### config.mk
export PLATFORM = sky130hd
export DESIGN_NAME = pp_out_ep
export DESIGN_NICKNAME = d
export VERILOG_FILES = /design/src/rtl/pp_out_pkg.sv /design/src/rtl/pp_rx_ctrl.sv /design/src/rtl/pp_bank_store.sv /design/src/rtl/pp_fw_seq.sv /design/src/rtl/pp_out_ep.sv
export SDC_FILE = /design/constraint.sdc
export NUM_CORES = 1
export LEC_CHECK = 0
export ABC_AREA = 1
export BUFFER_PORTS_ARGS = -buffer_cell sky130_fd_sc_hd__clkbuf_2
export CAP_MARGIN = 20
export CORE_MARGIN = 5
export CORE_UTILIZATION = 45
export CTS_CLUSTER_DIAMETER = 100
export DETAILED_ROUTE_END_ITERATION = 6
export PLACE_DENSITY_LB_ADDON = 0.08
export RECOVER_POWER = 25
export SLEW_MARGIN = 15
export SYNTH_ARGS = -nofsm -noshare
export SYNTH_HDL_FRONTEND = slang
export SYNTH_SLANG_ARGS = --single-unit
export TNS_END_PERCENT = 20
### constraint.sdc
create_clock -name clk -period 2.8 [get_ports clk]
set_clock_uncertainty 0.2 [all_clocks]
set_input_delay 0.14 -clock clk [delete_from_list [all_inputs] [get_ports clk]]
set_output_delay 0.14 -clock clk [all_outputs]
set_load 0.02 [all_outputs]
### src/rtl/pp_out_pkg.sv
package pp_out_pkg;
  localparam int NUM_BANKS = 2;

  typedef enum logic [1:0] {
    HS_NONE  = 2'b00,
    HS_ACK   = 2'b01,
    HS_NAK   = 2'b10,
    HS_STALL = 2'b11
  } hs_code_e;
endpackage

### src/rtl/pp_rx_ctrl.sv
module pp_rx_ctrl
  import pp_out_pkg::*;
#(
  parameter int DATA_W     = 8,
  parameter int BANK_BYTES = 64,
  parameter int CNT_W      = $clog2(BANK_BYTES + 1),
  parameter int ADDR_W     = $clog2(BANK_BYTES)
) (
  input  logic              clk,
  input  logic              rst_n,
  input  logic              pkt_start,
  input  logic              rx_valid,
  input  logic [DATA_W-1:0] rx_data,
  input  logic              pkt_end,
  input  logic              pkt_abort,
  input  logic              force_stall,
  input  logic [1:0]        full,
  output logic              rx_ready,
  output logic              wr_en,
  output logic              wr_bank,
  output logic [ADDR_W-1:0] wr_addr,
  output logic [DATA_W-1:0] wr_data,
  output logic              commit,
  output logic [CNT_W-1:0]  commit_cnt,
  output logic              hs_valid,
  output logic [1:0]        hs_code
);
  logic             in_pkt_q, busy_q, ovf_q, bank_q, hs_valid_q;
  logic [CNT_W-1:0] cnt_q;
  hs_code_e         hs_code_q, verdict;
  logic             room;

  assign room = cnt_q < CNT_W'(BANK_BYTES);

  always_comb begin
    if (force_stall)          verdict = HS_STALL;
    else if (busy_q || ovf_q) verdict = HS_NAK;
    else                      verdict = HS_ACK;
  end

  assign rx_ready   = in_pkt_q;
  assign wr_en      = in_pkt_q & rx_valid & ~busy_q & room;
  assign wr_bank    = bank_q;
  assign wr_addr    = cnt_q[ADDR_W-1:0];
  assign wr_data    = rx_data;
  assign commit     = in_pkt_q & pkt_end & (verdict == HS_ACK);
  assign commit_cnt = cnt_q;
  assign hs_valid   = hs_valid_q;
  assign hs_code    = hs_code_q;

  always_ff @(posedge clk) begin
    if (!rst_n) begin
      in_pkt_q   <= 1'b0;
      busy_q     <= 1'b0;
      ovf_q      <= 1'b0;
      bank_q     <= 1'b0;
      cnt_q      <= '0;
      hs_valid_q <= 1'b0;
      hs_code_q  <= HS_NONE;
    end else begin
      hs_valid_q <= 1'b0;
      if (pkt_start) begin
        in_pkt_q <= 1'b1;
        busy_q   <= full[bank_q];
        ovf_q    <= 1'b0;
        cnt_q    <= '0;
      end else if (in_pkt_q) begin
        if (pkt_end) begin
          in_pkt_q   <= 1'b0;
          hs_valid_q <= 1'b1;
          hs_code_q  <= verdict;
          if (commit) bank_q <= ~bank_q;
        end else if (pkt_abort) begin
          in_pkt_q <= 1'b0;
        end else if (rx_valid) begin
          if (room) cnt_q <= cnt_q + 1'b1;
          else      ovf_q <= 1'b1;
        end
      end
    end
  end

  // only an acknowledge moves the write pointer
  p_ack_moves_ptr_r1: assert property (@(posedge clk) disable iff (!rst_n)
    (hs_valid_q && hs_code_q == HS_ACK) |-> (bank_q != $past(bank_q)));
  // refusals keep the pointer
  p_refusal_keeps_ptr_r6: assert property (@(posedge clk) disable iff (!rst_n)
    (hs_valid_q && hs_code_q != HS_ACK) |-> (bank_q == $past(bank_q)));

  p_stall_answer_r5: assert property (@(posedge clk) disable iff (!rst_n)
    (hs_valid_q && $past(force_stall)) |-> (hs_code_q == HS_STALL));
  // handshake is a single-cycle strobe
  p_hs_single_r2: assert property (@(posedge clk) disable iff (!rst_n)
    hs_valid_q |=> !hs_valid_q);
  // abort closes the packet without a handshake
  p_abort_silent_r7: assert property (@(posedge clk) disable iff (!rst_n)
    (in_pkt_q && pkt_abort && !pkt_end && !pkt_start) |=> (!hs_valid_q && !in_pkt_q));
endmodule

### src/rtl/pp_bank_store.sv
module pp_bank_store
  import pp_out_pkg::*;
#(
  parameter int DATA_W     = 8,
  parameter int BANK_BYTES = 64,
  parameter int CNT_W      = $clog2(BANK_BYTES + 1),
  parameter int ADDR_W     = $clog2(BANK_BYTES)
) (
  input  logic                       clk,
  input  logic                       rst_n,
  input  logic                       wr_en,
  input  logic                       wr_bank,
  input  logic [ADDR_W-1:0]          wr_addr,
  input  logic [DATA_W-1:0]          wr_data,
  input  logic                       commit,
  input  logic                       commit_bank,
  input  logic [CNT_W-1:0]           commit_cnt,
  input  logic                       rd_bank,
  input  logic [ADDR_W-1:0]          rd_addr,
  output logic [DATA_W-1:0]          rd_data,
  output logic [NUM_BANKS*CNT_W-1:0] counts
);
  logic [DATA_W-1:0] bank_rd [NUM_BANKS];

  for (genvar b = 0; b < NUM_BANKS; b++) begin : g_bank
    logic [DATA_W-1:0] mem_q [BANK_BYTES];
    logic [CNT_W-1:0]  cnt_q;

    always_ff @(posedge clk) begin
      if (wr_en && wr_bank == 1'(b)) mem_q[wr_addr] <= wr_data;
    end

    always_ff @(posedge clk) begin
      if (!rst_n)                            cnt_q <= '0;
      else if (commit && commit_bank == 1'(b)) cnt_q <= commit_cnt;
    end

    assign bank_rd[b]                 = mem_q[rd_addr];
    assign counts[b*CNT_W +: CNT_W]   = cnt_q;

    // a recorded count never exceeds the bank size
    p_count_bound_r2: assert property (@(posedge clk) disable iff (!rst_n)
      cnt_q <= CNT_W'(BANK_BYTES));
  end

  assign rd_data = bank_rd[rd_bank];
endmodule

### src/rtl/pp_fw_seq.sv
module pp_fw_seq
  import pp_out_pkg::*;
(
  input  logic       clk,
  input  logic       rst_n,
  input  logic       commit,
  input  logic       commit_bank,
  input  logic [1:0] fw_clr,
  output logic [1:0] full,
  output logic       next_clear,
  output logic       order_err
);
  logic [1:0] full_q, clr_ok, set_v, due;
  logic       next_q, err_q, wrong;

  assign due   = next_q ? 2'b10 : 2'b01;
  assign set_v = commit ? (commit_bank ? 2'b10 : 2'b01) : 2'b00;
  assign clr_ok = fw_clr & due & full_q;
  assign wrong  = |(fw_clr & ~due);

  always_ff @(posedge clk) begin
    if (!rst_n) begin
      full_q <= '0;
      next_q <= 1'b0;
      err_q  <= 1'b0;
    end else begin
      full_q <= (full_q & ~clr_ok) | set_v;
      if (|clr_ok) next_q <= ~next_q;
      if (wrong)   err_q  <= 1'b1;
    end
  end

  assign full       = full_q;
  assign next_clear = next_q;
  assign order_err  = err_q;

  for (genvar b = 0; b < NUM_BANKS; b++) begin : g_chk
    // a flag rises only on an acknowledged commit into that bank
    p_set_on_commit_r2: assert property (@(posedge clk) disable iff (!rst_n)
      $rose(full_q[b]) |-> $past(commit && commit_bank == 1'(b)));
    // a flag falls only on a clear of the bank that was due
    p_clear_in_order_r8: assert property (@(posedge clk) disable iff (!rst_n)
      $fell(full_q[b]) |-> ($past(fw_clr[b]) && $past(next_q) == 1'(b)));
  end

  // order error is sticky
  p_err_sticky_r9: assert property (@(posedge clk) disable iff (!rst_n)
    err_q |=> err_q);
endmodule

### src/rtl/pp_out_ep.sv
module pp_out_ep
  import pp_out_pkg::*;
#(
  parameter int DATA_W     = 8,
  parameter int BANK_BYTES = 64,
  localparam int CNT_W     = $clog2(BANK_BYTES + 1),
  localparam int ADDR_W    = $clog2(BANK_BYTES)
) (
  input  logic              clk,
  input  logic              rst_n,
  input  logic              pkt_start,
  input  logic              rx_valid,
  output logic              rx_ready,
  input  logic [DATA_W-1:0] rx_data,
  input  logic              pkt_end,
  input  logic              pkt_abort,
  output logic              hs_valid,
  output logic [1:0]        hs_code,
  input  logic              force_stall,
  input  logic [1:0]        fw_clr,
  output logic [1:0]        bank_full,
  output logic [CNT_W-1:0]  bank0_count,
  output logic [CNT_W-1:0]  bank1_count,
  input  logic              rd_bank,
  input  logic [ADDR_W-1:0] rd_addr,
  output logic [DATA_W-1:0] rd_data,
  output logic              next_clear,
  output logic              order_err,
  output logic              irq
);
  logic                       wr_en, wr_bank, commit;
  logic [ADDR_W-1:0]          wr_addr;
  logic [DATA_W-1:0]          wr_data;
  logic [CNT_W-1:0]           commit_cnt;
  logic [1:0]                 full;
  logic [NUM_BANKS*CNT_W-1:0] counts;

  pp_rx_ctrl #(.DATA_W(DATA_W), .BANK_BYTES(BANK_BYTES), .CNT_W(CNT_W), .ADDR_W(ADDR_W)) u_rx (
    .clk(clk), .rst_n(rst_n), .pkt_start(pkt_start), .rx_valid(rx_valid), .rx_data(rx_data),
    .pkt_end(pkt_end), .pkt_abort(pkt_abort), .force_stall(force_stall), .full(full),
    .rx_ready(rx_ready), .wr_en(wr_en), .wr_bank(wr_bank), .wr_addr(wr_addr), .wr_data(wr_data),
    .commit(commit), .commit_cnt(commit_cnt), .hs_valid(hs_valid), .hs_code(hs_code)
  );

  pp_bank_store #(.DATA_W(DATA_W), .BANK_BYTES(BANK_BYTES), .CNT_W(CNT_W), .ADDR_W(ADDR_W)) u_store (
    .clk(clk), .rst_n(rst_n), .wr_en(wr_en), .wr_bank(wr_bank), .wr_addr(wr_addr),
    .wr_data(wr_data), .commit(commit), .commit_bank(wr_bank), .commit_cnt(commit_cnt),
    .rd_bank(rd_bank), .rd_addr(rd_addr), .rd_data(rd_data), .counts(counts)
  );

  pp_fw_seq u_seq (
    .clk(clk), .rst_n(rst_n), .commit(commit), .commit_bank(wr_bank), .fw_clr(fw_clr),
    .full(full), .next_clear(next_clear), .order_err(order_err)
  );

  assign bank_full   = full;
  assign bank0_count = counts[0 +: CNT_W];
  assign bank1_count = counts[CNT_W +: CNT_W];
  assign irq         = |full;

  // bytes never land in a bank that firmware still owns
  p_no_write_busy_r6: assert property (@(posedge clk) disable iff (!rst_n)
    wr_en |-> !full[wr_bank]);
  // interrupt tracks the flags after each edge
  p_irq_follows_r3: assert property (@(posedge clk) disable iff (!rst_n)
    $rose(irq) |-> $past(commit));
endmodule

* After elaboration in Yosys (flattened, before gate mapping) *
Memories as Yosys holds them, arrays and structs flattened.
Index checks and enable logic that the tools add are counted.

storage, ports and cells
  register bits = 32
  memory bits (writable) = 1024
  input port bits = 24
  output and inout port bits = 31
  memories = 2

memory list
  memory                   words  bits a word  read ports  clocked after memory_dff  write ports  line                 text
  u_store.g_bank[0].mem_q  64     8            1           0                         1            pp_bank_store.sv:26  logic [DATA_W-1:0] mem_q [BANK_BYTES];
  u_store.g_bank[1].mem_q  64     8            1           0                         1            pp_bank_store.sv:26

operators by class
  $add $sub $neg = 1
  order comparisons = 3
  eq/ne operators = 1
  muxes and demuxes = 19
  bitwise operators = 22
  reduce and logical (&&, ||, !) cells = 14

operators with widths
  cell                                                                   count
  8-bit 2-to-1 mux                                                       3
  1-bit 2-to-1 mux                                                       11
  2-bit 2-to-1 mux                                                       5
  5-bit AND reduction                                                    2
  1-bit NOT                                                              9
  2-bit bitwise AND                                                      4
  2-bit OR reduction                                                     4
  7-bit by 1-bit adder with 7-bit output (second input constant)         1
  7-bit < comparator (second input constant)                             1
  1-bit bitwise AND                                                      5
  1-bit logical AND                                                      4
  2-bit NOT                                                              2
  4-bit AND reduction                                                    1
  3-bit AND reduction                                                    1
  3-bit OR reduction                                                     1
  2-bit by 1-bit == test with 1-bit output (second input constant)       1
  2-bit >= comparator (second input constant)                            1
  1-bit by 2-bit < comparator with 1-bit output (second input constant)  1
  1-bit NOT with 2-bit output                                            1
  2-bit bitwise OR                                                       1
  1-bit logical OR                                                       1

* Longest topological paths before layout *
  depth in word-level cells = 7
  depth in mapped cells = 14
  mapped depth without buffers = 11

* By module *
Synthesis repeated with hierarchy kept, for this count alone.

second synthesis, totals
  cells, all modules = 3760
  area total of the unflattened synthesis = 43630.6 um2

by module, submodules not included
  module         times used  cells an instance  area an instance (um2)  seq. area each (um2)
  pp_bank_store  1           3625               42687.2                 31029.8
  pp_rx_ctrl     1           106                760.7                   280.3
  pp_fw_seq      1           26                 171.4                   80.1
  pp_out_ep      1           3                  11.3                    0.0

* Worst setup path before layout *
OpenSTA, ideal clock, no wires.

  path type = register to register
  from = reg u_rx.cnt_q[3] (netlist: u_rx.commit_cnt[3])
  to = mem u_store.g_bank[0].mem_q[43][0] (enable)
  setup time = 0.370 ns
  arrival = 1.547 ns
  data required time = 2.230 ns
  path slack = 0.683 ns
  cell stages (with the launch flop) = 6
  path buffers = 1
  cells stage by stage = dfxtp_1 buf_2 inv_1 nor3_1 nand2_1 nor2_1

on the way
  word-level cells in the longest chain between the ends = 5

RTL lines
  item                                    line                 text
  start: declaration                      pp_rx_ctrl.sv:29     logic [CNT_W-1:0] cnt_q;
  start signal: assignment                pp_rx_ctrl.sv:76     if (room) cnt_q <= cnt_q + 1'b1;
  7-bit < comparator                      pp_rx_ctrl.sv:33     assign room = cnt_q < CNT_W'(BANK_BYTES);
  1-bit bitwise AND                       pp_rx_ctrl.sv:42     assign wr_en = in_pkt_q & rx_valid & ~busy_q & room;
  1-bit logical AND                       pp_bank_store.sv:30  if (wr_en && wr_bank == 1'(b)) mem_q[wr_addr] <= wr_data;
  1-bit 2-to-1 mux                        pp_bank_store.sv:30
  1-bit 2-to-1 mux (not written as such)  pp_bank_store.sv:30
  end: declaration                        pp_bank_store.sv:26

Several ways; a longest one is shown, not always the timed one.

* Final worst setup path *
  from = mem u_store.g_bank[0].mem_q[23][2]
  to = out rd_data[2]

on the way
  word-level cells in the longest chain between the ends = 4

RTL lines
  item                                                 line                 text
  memory read 64 x 8 bit                               -
  8-bit 2-to-1 mux (not written as such) (3 in a row)  pp_bank_store.sv:46  assign rd_data = bank_rd[rd_bank];
  end: declaration                                     pp_out_ep.sv:26      output logic [DATA_W-1:0] rd_data,

Every way passes these cells. The select of a mux whose other input is x is not followed.

==> impl_metrics.ini <==
[power_and_ir_drop]
power.static_leakage_nw = 18.3
power.density_nw_per_um2 = 669
max-vdd-ir-drop_mv = 0.529

[layout]
drive_above_1_share_pct = 12.9
fin_area_um2 = 50600
diodes = 0
area_growth_pct = 16.3
layout.nets = 4006

[setup_path]
worstPathCellList = nand2_1 > nand3_1 > nand3_1 > nand3_1 > nand2_1 > nand2_1 > nand3_2 > nand2_1 > nand2_1 > nand2_2 > buf_12 > clkbuf_2
rr_startpoint = u_rx.rx_ready$_SDFF_PN0_
cp_max_fo = 1
cp-endpoint = rd_data[2]
reg2reg_to = u_rx.wr_bank$_SDFFE_PN0P_
start_kind = flop
cpMaxStageDelayCell = edfxtp_1
critPathKind = flop to output port
cp_common_cell = nand2_1
critPathArrivalTime_ps = 2420
worst_r2r_path_depth = 8
cp-end-kind = output port
r2r_slack_ps = 190
startpoint = u_store.g_bank[0].mem_q[23][2]$_DFFE_PP_
cp_slowest_stage_delay_ps = 350
required_ps = 2460

[sta]
hold_ws_ps = 85.5
fin_crit_sh_pct = 98.7
hold_viol = 0
setup_viol = 0
min_period_ps = 2760
slew_headroom_pct = -64.3
tightest_slew_ps = 2470
drv_slew = 443
fmax_mhz = 362
rsz0062_at_grt = yes

[job]
drv_cap = 7

[global_routing]
grt_pass1_wl_um = 180000
first_global_vias = 27800
track_usage_pct = 23.2
grt_max_degree = 129
grt_overflow_total = 0
antenna_found_initial = 4

[synthesis]
synth.most_common_cell = nand2_1
ys_seq_area_share_pct = 72.2
synth_area_leaders = edfxtp_1 (71%), nand2_1 (11%), nand3_1 (11%)
synthTopCellsByCount = nand2_1 (1,289), edfxtp_1 (1,024), nand3_1 (944)
muxShareOfSynthArea_pct = 0
async_reset_ff_share_pct = 0
synth_cell_type_count = 24
syn_area_um2 = 43500
synth-simple-area-share_pct = 23.4
synth-xor-area-share_pct = 0
synth_top_family_by_area = simple AND/OR/NAND/NOR gates
synthCells = 3755
ys_ff_latch = 1056
netlist.area_leader.share_pct = 70.7
synth-compound-area-share_pct = 0.501
yosys.area_share.adder_pct = 0.0288
synth-main-ff-cell = edfxtp_1
yosys_warnings = 0
yosysTopAreaCell = edfxtp_1
syn_avg_cell_area_um2 = 11.6
synth_nets = 3780
synth_edf_count = 1024

[die]
rows = 114
start_util_pct = 45.1
dieArea_um2 = 103000
io_pins = 55
core_um2 = 96300
die_w_um = 321
die_y_um = 321

[clock_tree]
clk_pin_slew_ps = 60
cts-root-buf = clkbuf_16
htree_levels = 3
post_cts_buffers = 0
numCtsBuffers = 111
clockBufferDepth = 3
clk_latency_ps = 690
cts.sinks = 1056
cts_tree = yes

[detailed_routing]
wl_per_cell_um = 22.6
vias_per_cell = 5.41
drt-initial-drc-count = 3041
routed_wl_um = 121000
dr.pass1.iters = 5
vias = 28900
antenna_left = 0
drc = 0

[min_path]
min_from = rst_n
hold_class = input port to flop

[outcome]
violations = capacitance limit, slew limit
status = complete, but fails checks

[placed_design]
dp_hpwl_um = 73400
gp_congestion = 0.940
place_area_um2 = 46800
portBuffers = 54
-- worst min-delay path by stage --
stage / to / depth (start not counted) / slack (ps)
after floorplan: u_rx.hs_valid$_SDFF_PP0_ / 1 / 20
after global placement: u_rx.hs_valid$_SDFF_PP0_ / 2 / 180
after detailed placement: u_rx.hs_valid$_SDFF_PP0_ / 2 / 190
after CTS: u_seq.order_err$_SDFFE_PN0P_ / 4 / 40
after global routing: u_rx.hs_code[1]$_SDFFE_PN0P_ / 4 / 90
final: u_rx.hs_code[1]$_SDFFE_PN0P_ / 4 / 90
-- per-layer routing --
metal | part of all wire [%] | track usage, % | vias up
li1 | - | - | 13600
met5 | 0.011 | 0 | -
met3 | 6.5 | 4.19 | 163
met2 | 46 | 36.0 | 829
met4 | 2.2 | 5.32 | 2
met1 | 46 | 34.5 | 14300
-- flip-flops by register name, summed over array words and instances (netlist names) --
signal / count
u_rx.hs_code: 2
u_store.g_bank.mem_q: 1024
u_rx.wr_bank: 1
u_seq.order_err: 1
u_seq.full: 2
u_seq.next_clear: 1
u_rx.ovf_q: 1
u_rx.busy_q: 1
u_rx.hs_valid: 1
u_rx.rx_ready: 1
u_rx.commit_cnt: 7
u_store.g_bank.cnt_q: 14
-- power breakdown --
part	total [mW]	switching [mW]	leakage, nW	internal [mW]
Sequential	17.3	0.00708	9.46	17.3
Combinational	2.22	1.57	7.09	0.647
Clock	14.2	5.99	1.71	8.26
-- cells by family (layout without fill, tap and decap cells) --
| kind of cell | Yosys count | count (layout) |
|---|---|---|
| DFF | 1056 | 1056 |
| buffers and inverters | 268 | 582 |
| adders and majority gates | 1 | 1 |
| AOI/OAI and AO/OA | 41 | 41 |
| and+or+nand+nor | 2389 | 2389 |
-- what timing repair did --
action	CTS	global route
endpoints found under the hold margin	768	0
pin swaps	0	4
setup endpoints to repair	5	9
hold buffers	23	0
cloned	0	0
resized for setup	7	34
-- per-stage QoR --
stage | worst slack, ps | power [mW] | utilization, % | std cells | TNS [ps]
after detailed placement | 32.4 | 19.8 | 48.6 | 5121 | 0
after floorplan | 683 | 18.8 | - | 3755 | 0
final | 36.1 | 33.8 | 52.5 | 5345 | 0
after global placement | -28.3 | 19.8 | 48.6 | 5121 | -28.3
after CTS | -0.461 | 34.0 | 52.5 | 5345 | -0.461
after global routing | -35.2 | 34.9 | 52.5 | 5345 | -81.7
-- area by class of cell --
class	instances	area, um^2
tap	1276	1600
inverter	26	124
clock buffer	151	3030
sequential	1056	31400
fill	8457	45700
clock inverter	50	459
multi-input combinational	2431	10600
timing repair buffer	355	3340
-- placed cells by master, fill, tap and decap left out, drive strengths merged --
master       instances
a21oi               31
a311oi               1
buf                279
bufinv               8
clkbuf             204
clkinv              39
clkinvlp             2
dfxtp               32
dlygate4sd3         23
edfxtp            1024
ha                   1
inv                 27
nand2             1289
nand3              944
nand4                2
nor2               141
nor3                11
nor4                 1
o211ai               2
o21ai                6
o32ai                1
or2                  1
-- critical path: cells and delay by family (launching register included) --
family	cells	cell delay [ps]
flops	1	350
buf+inv	2	280
simple gates	10	1090
No activity file was read; power rests on OpenSTA's default activity.
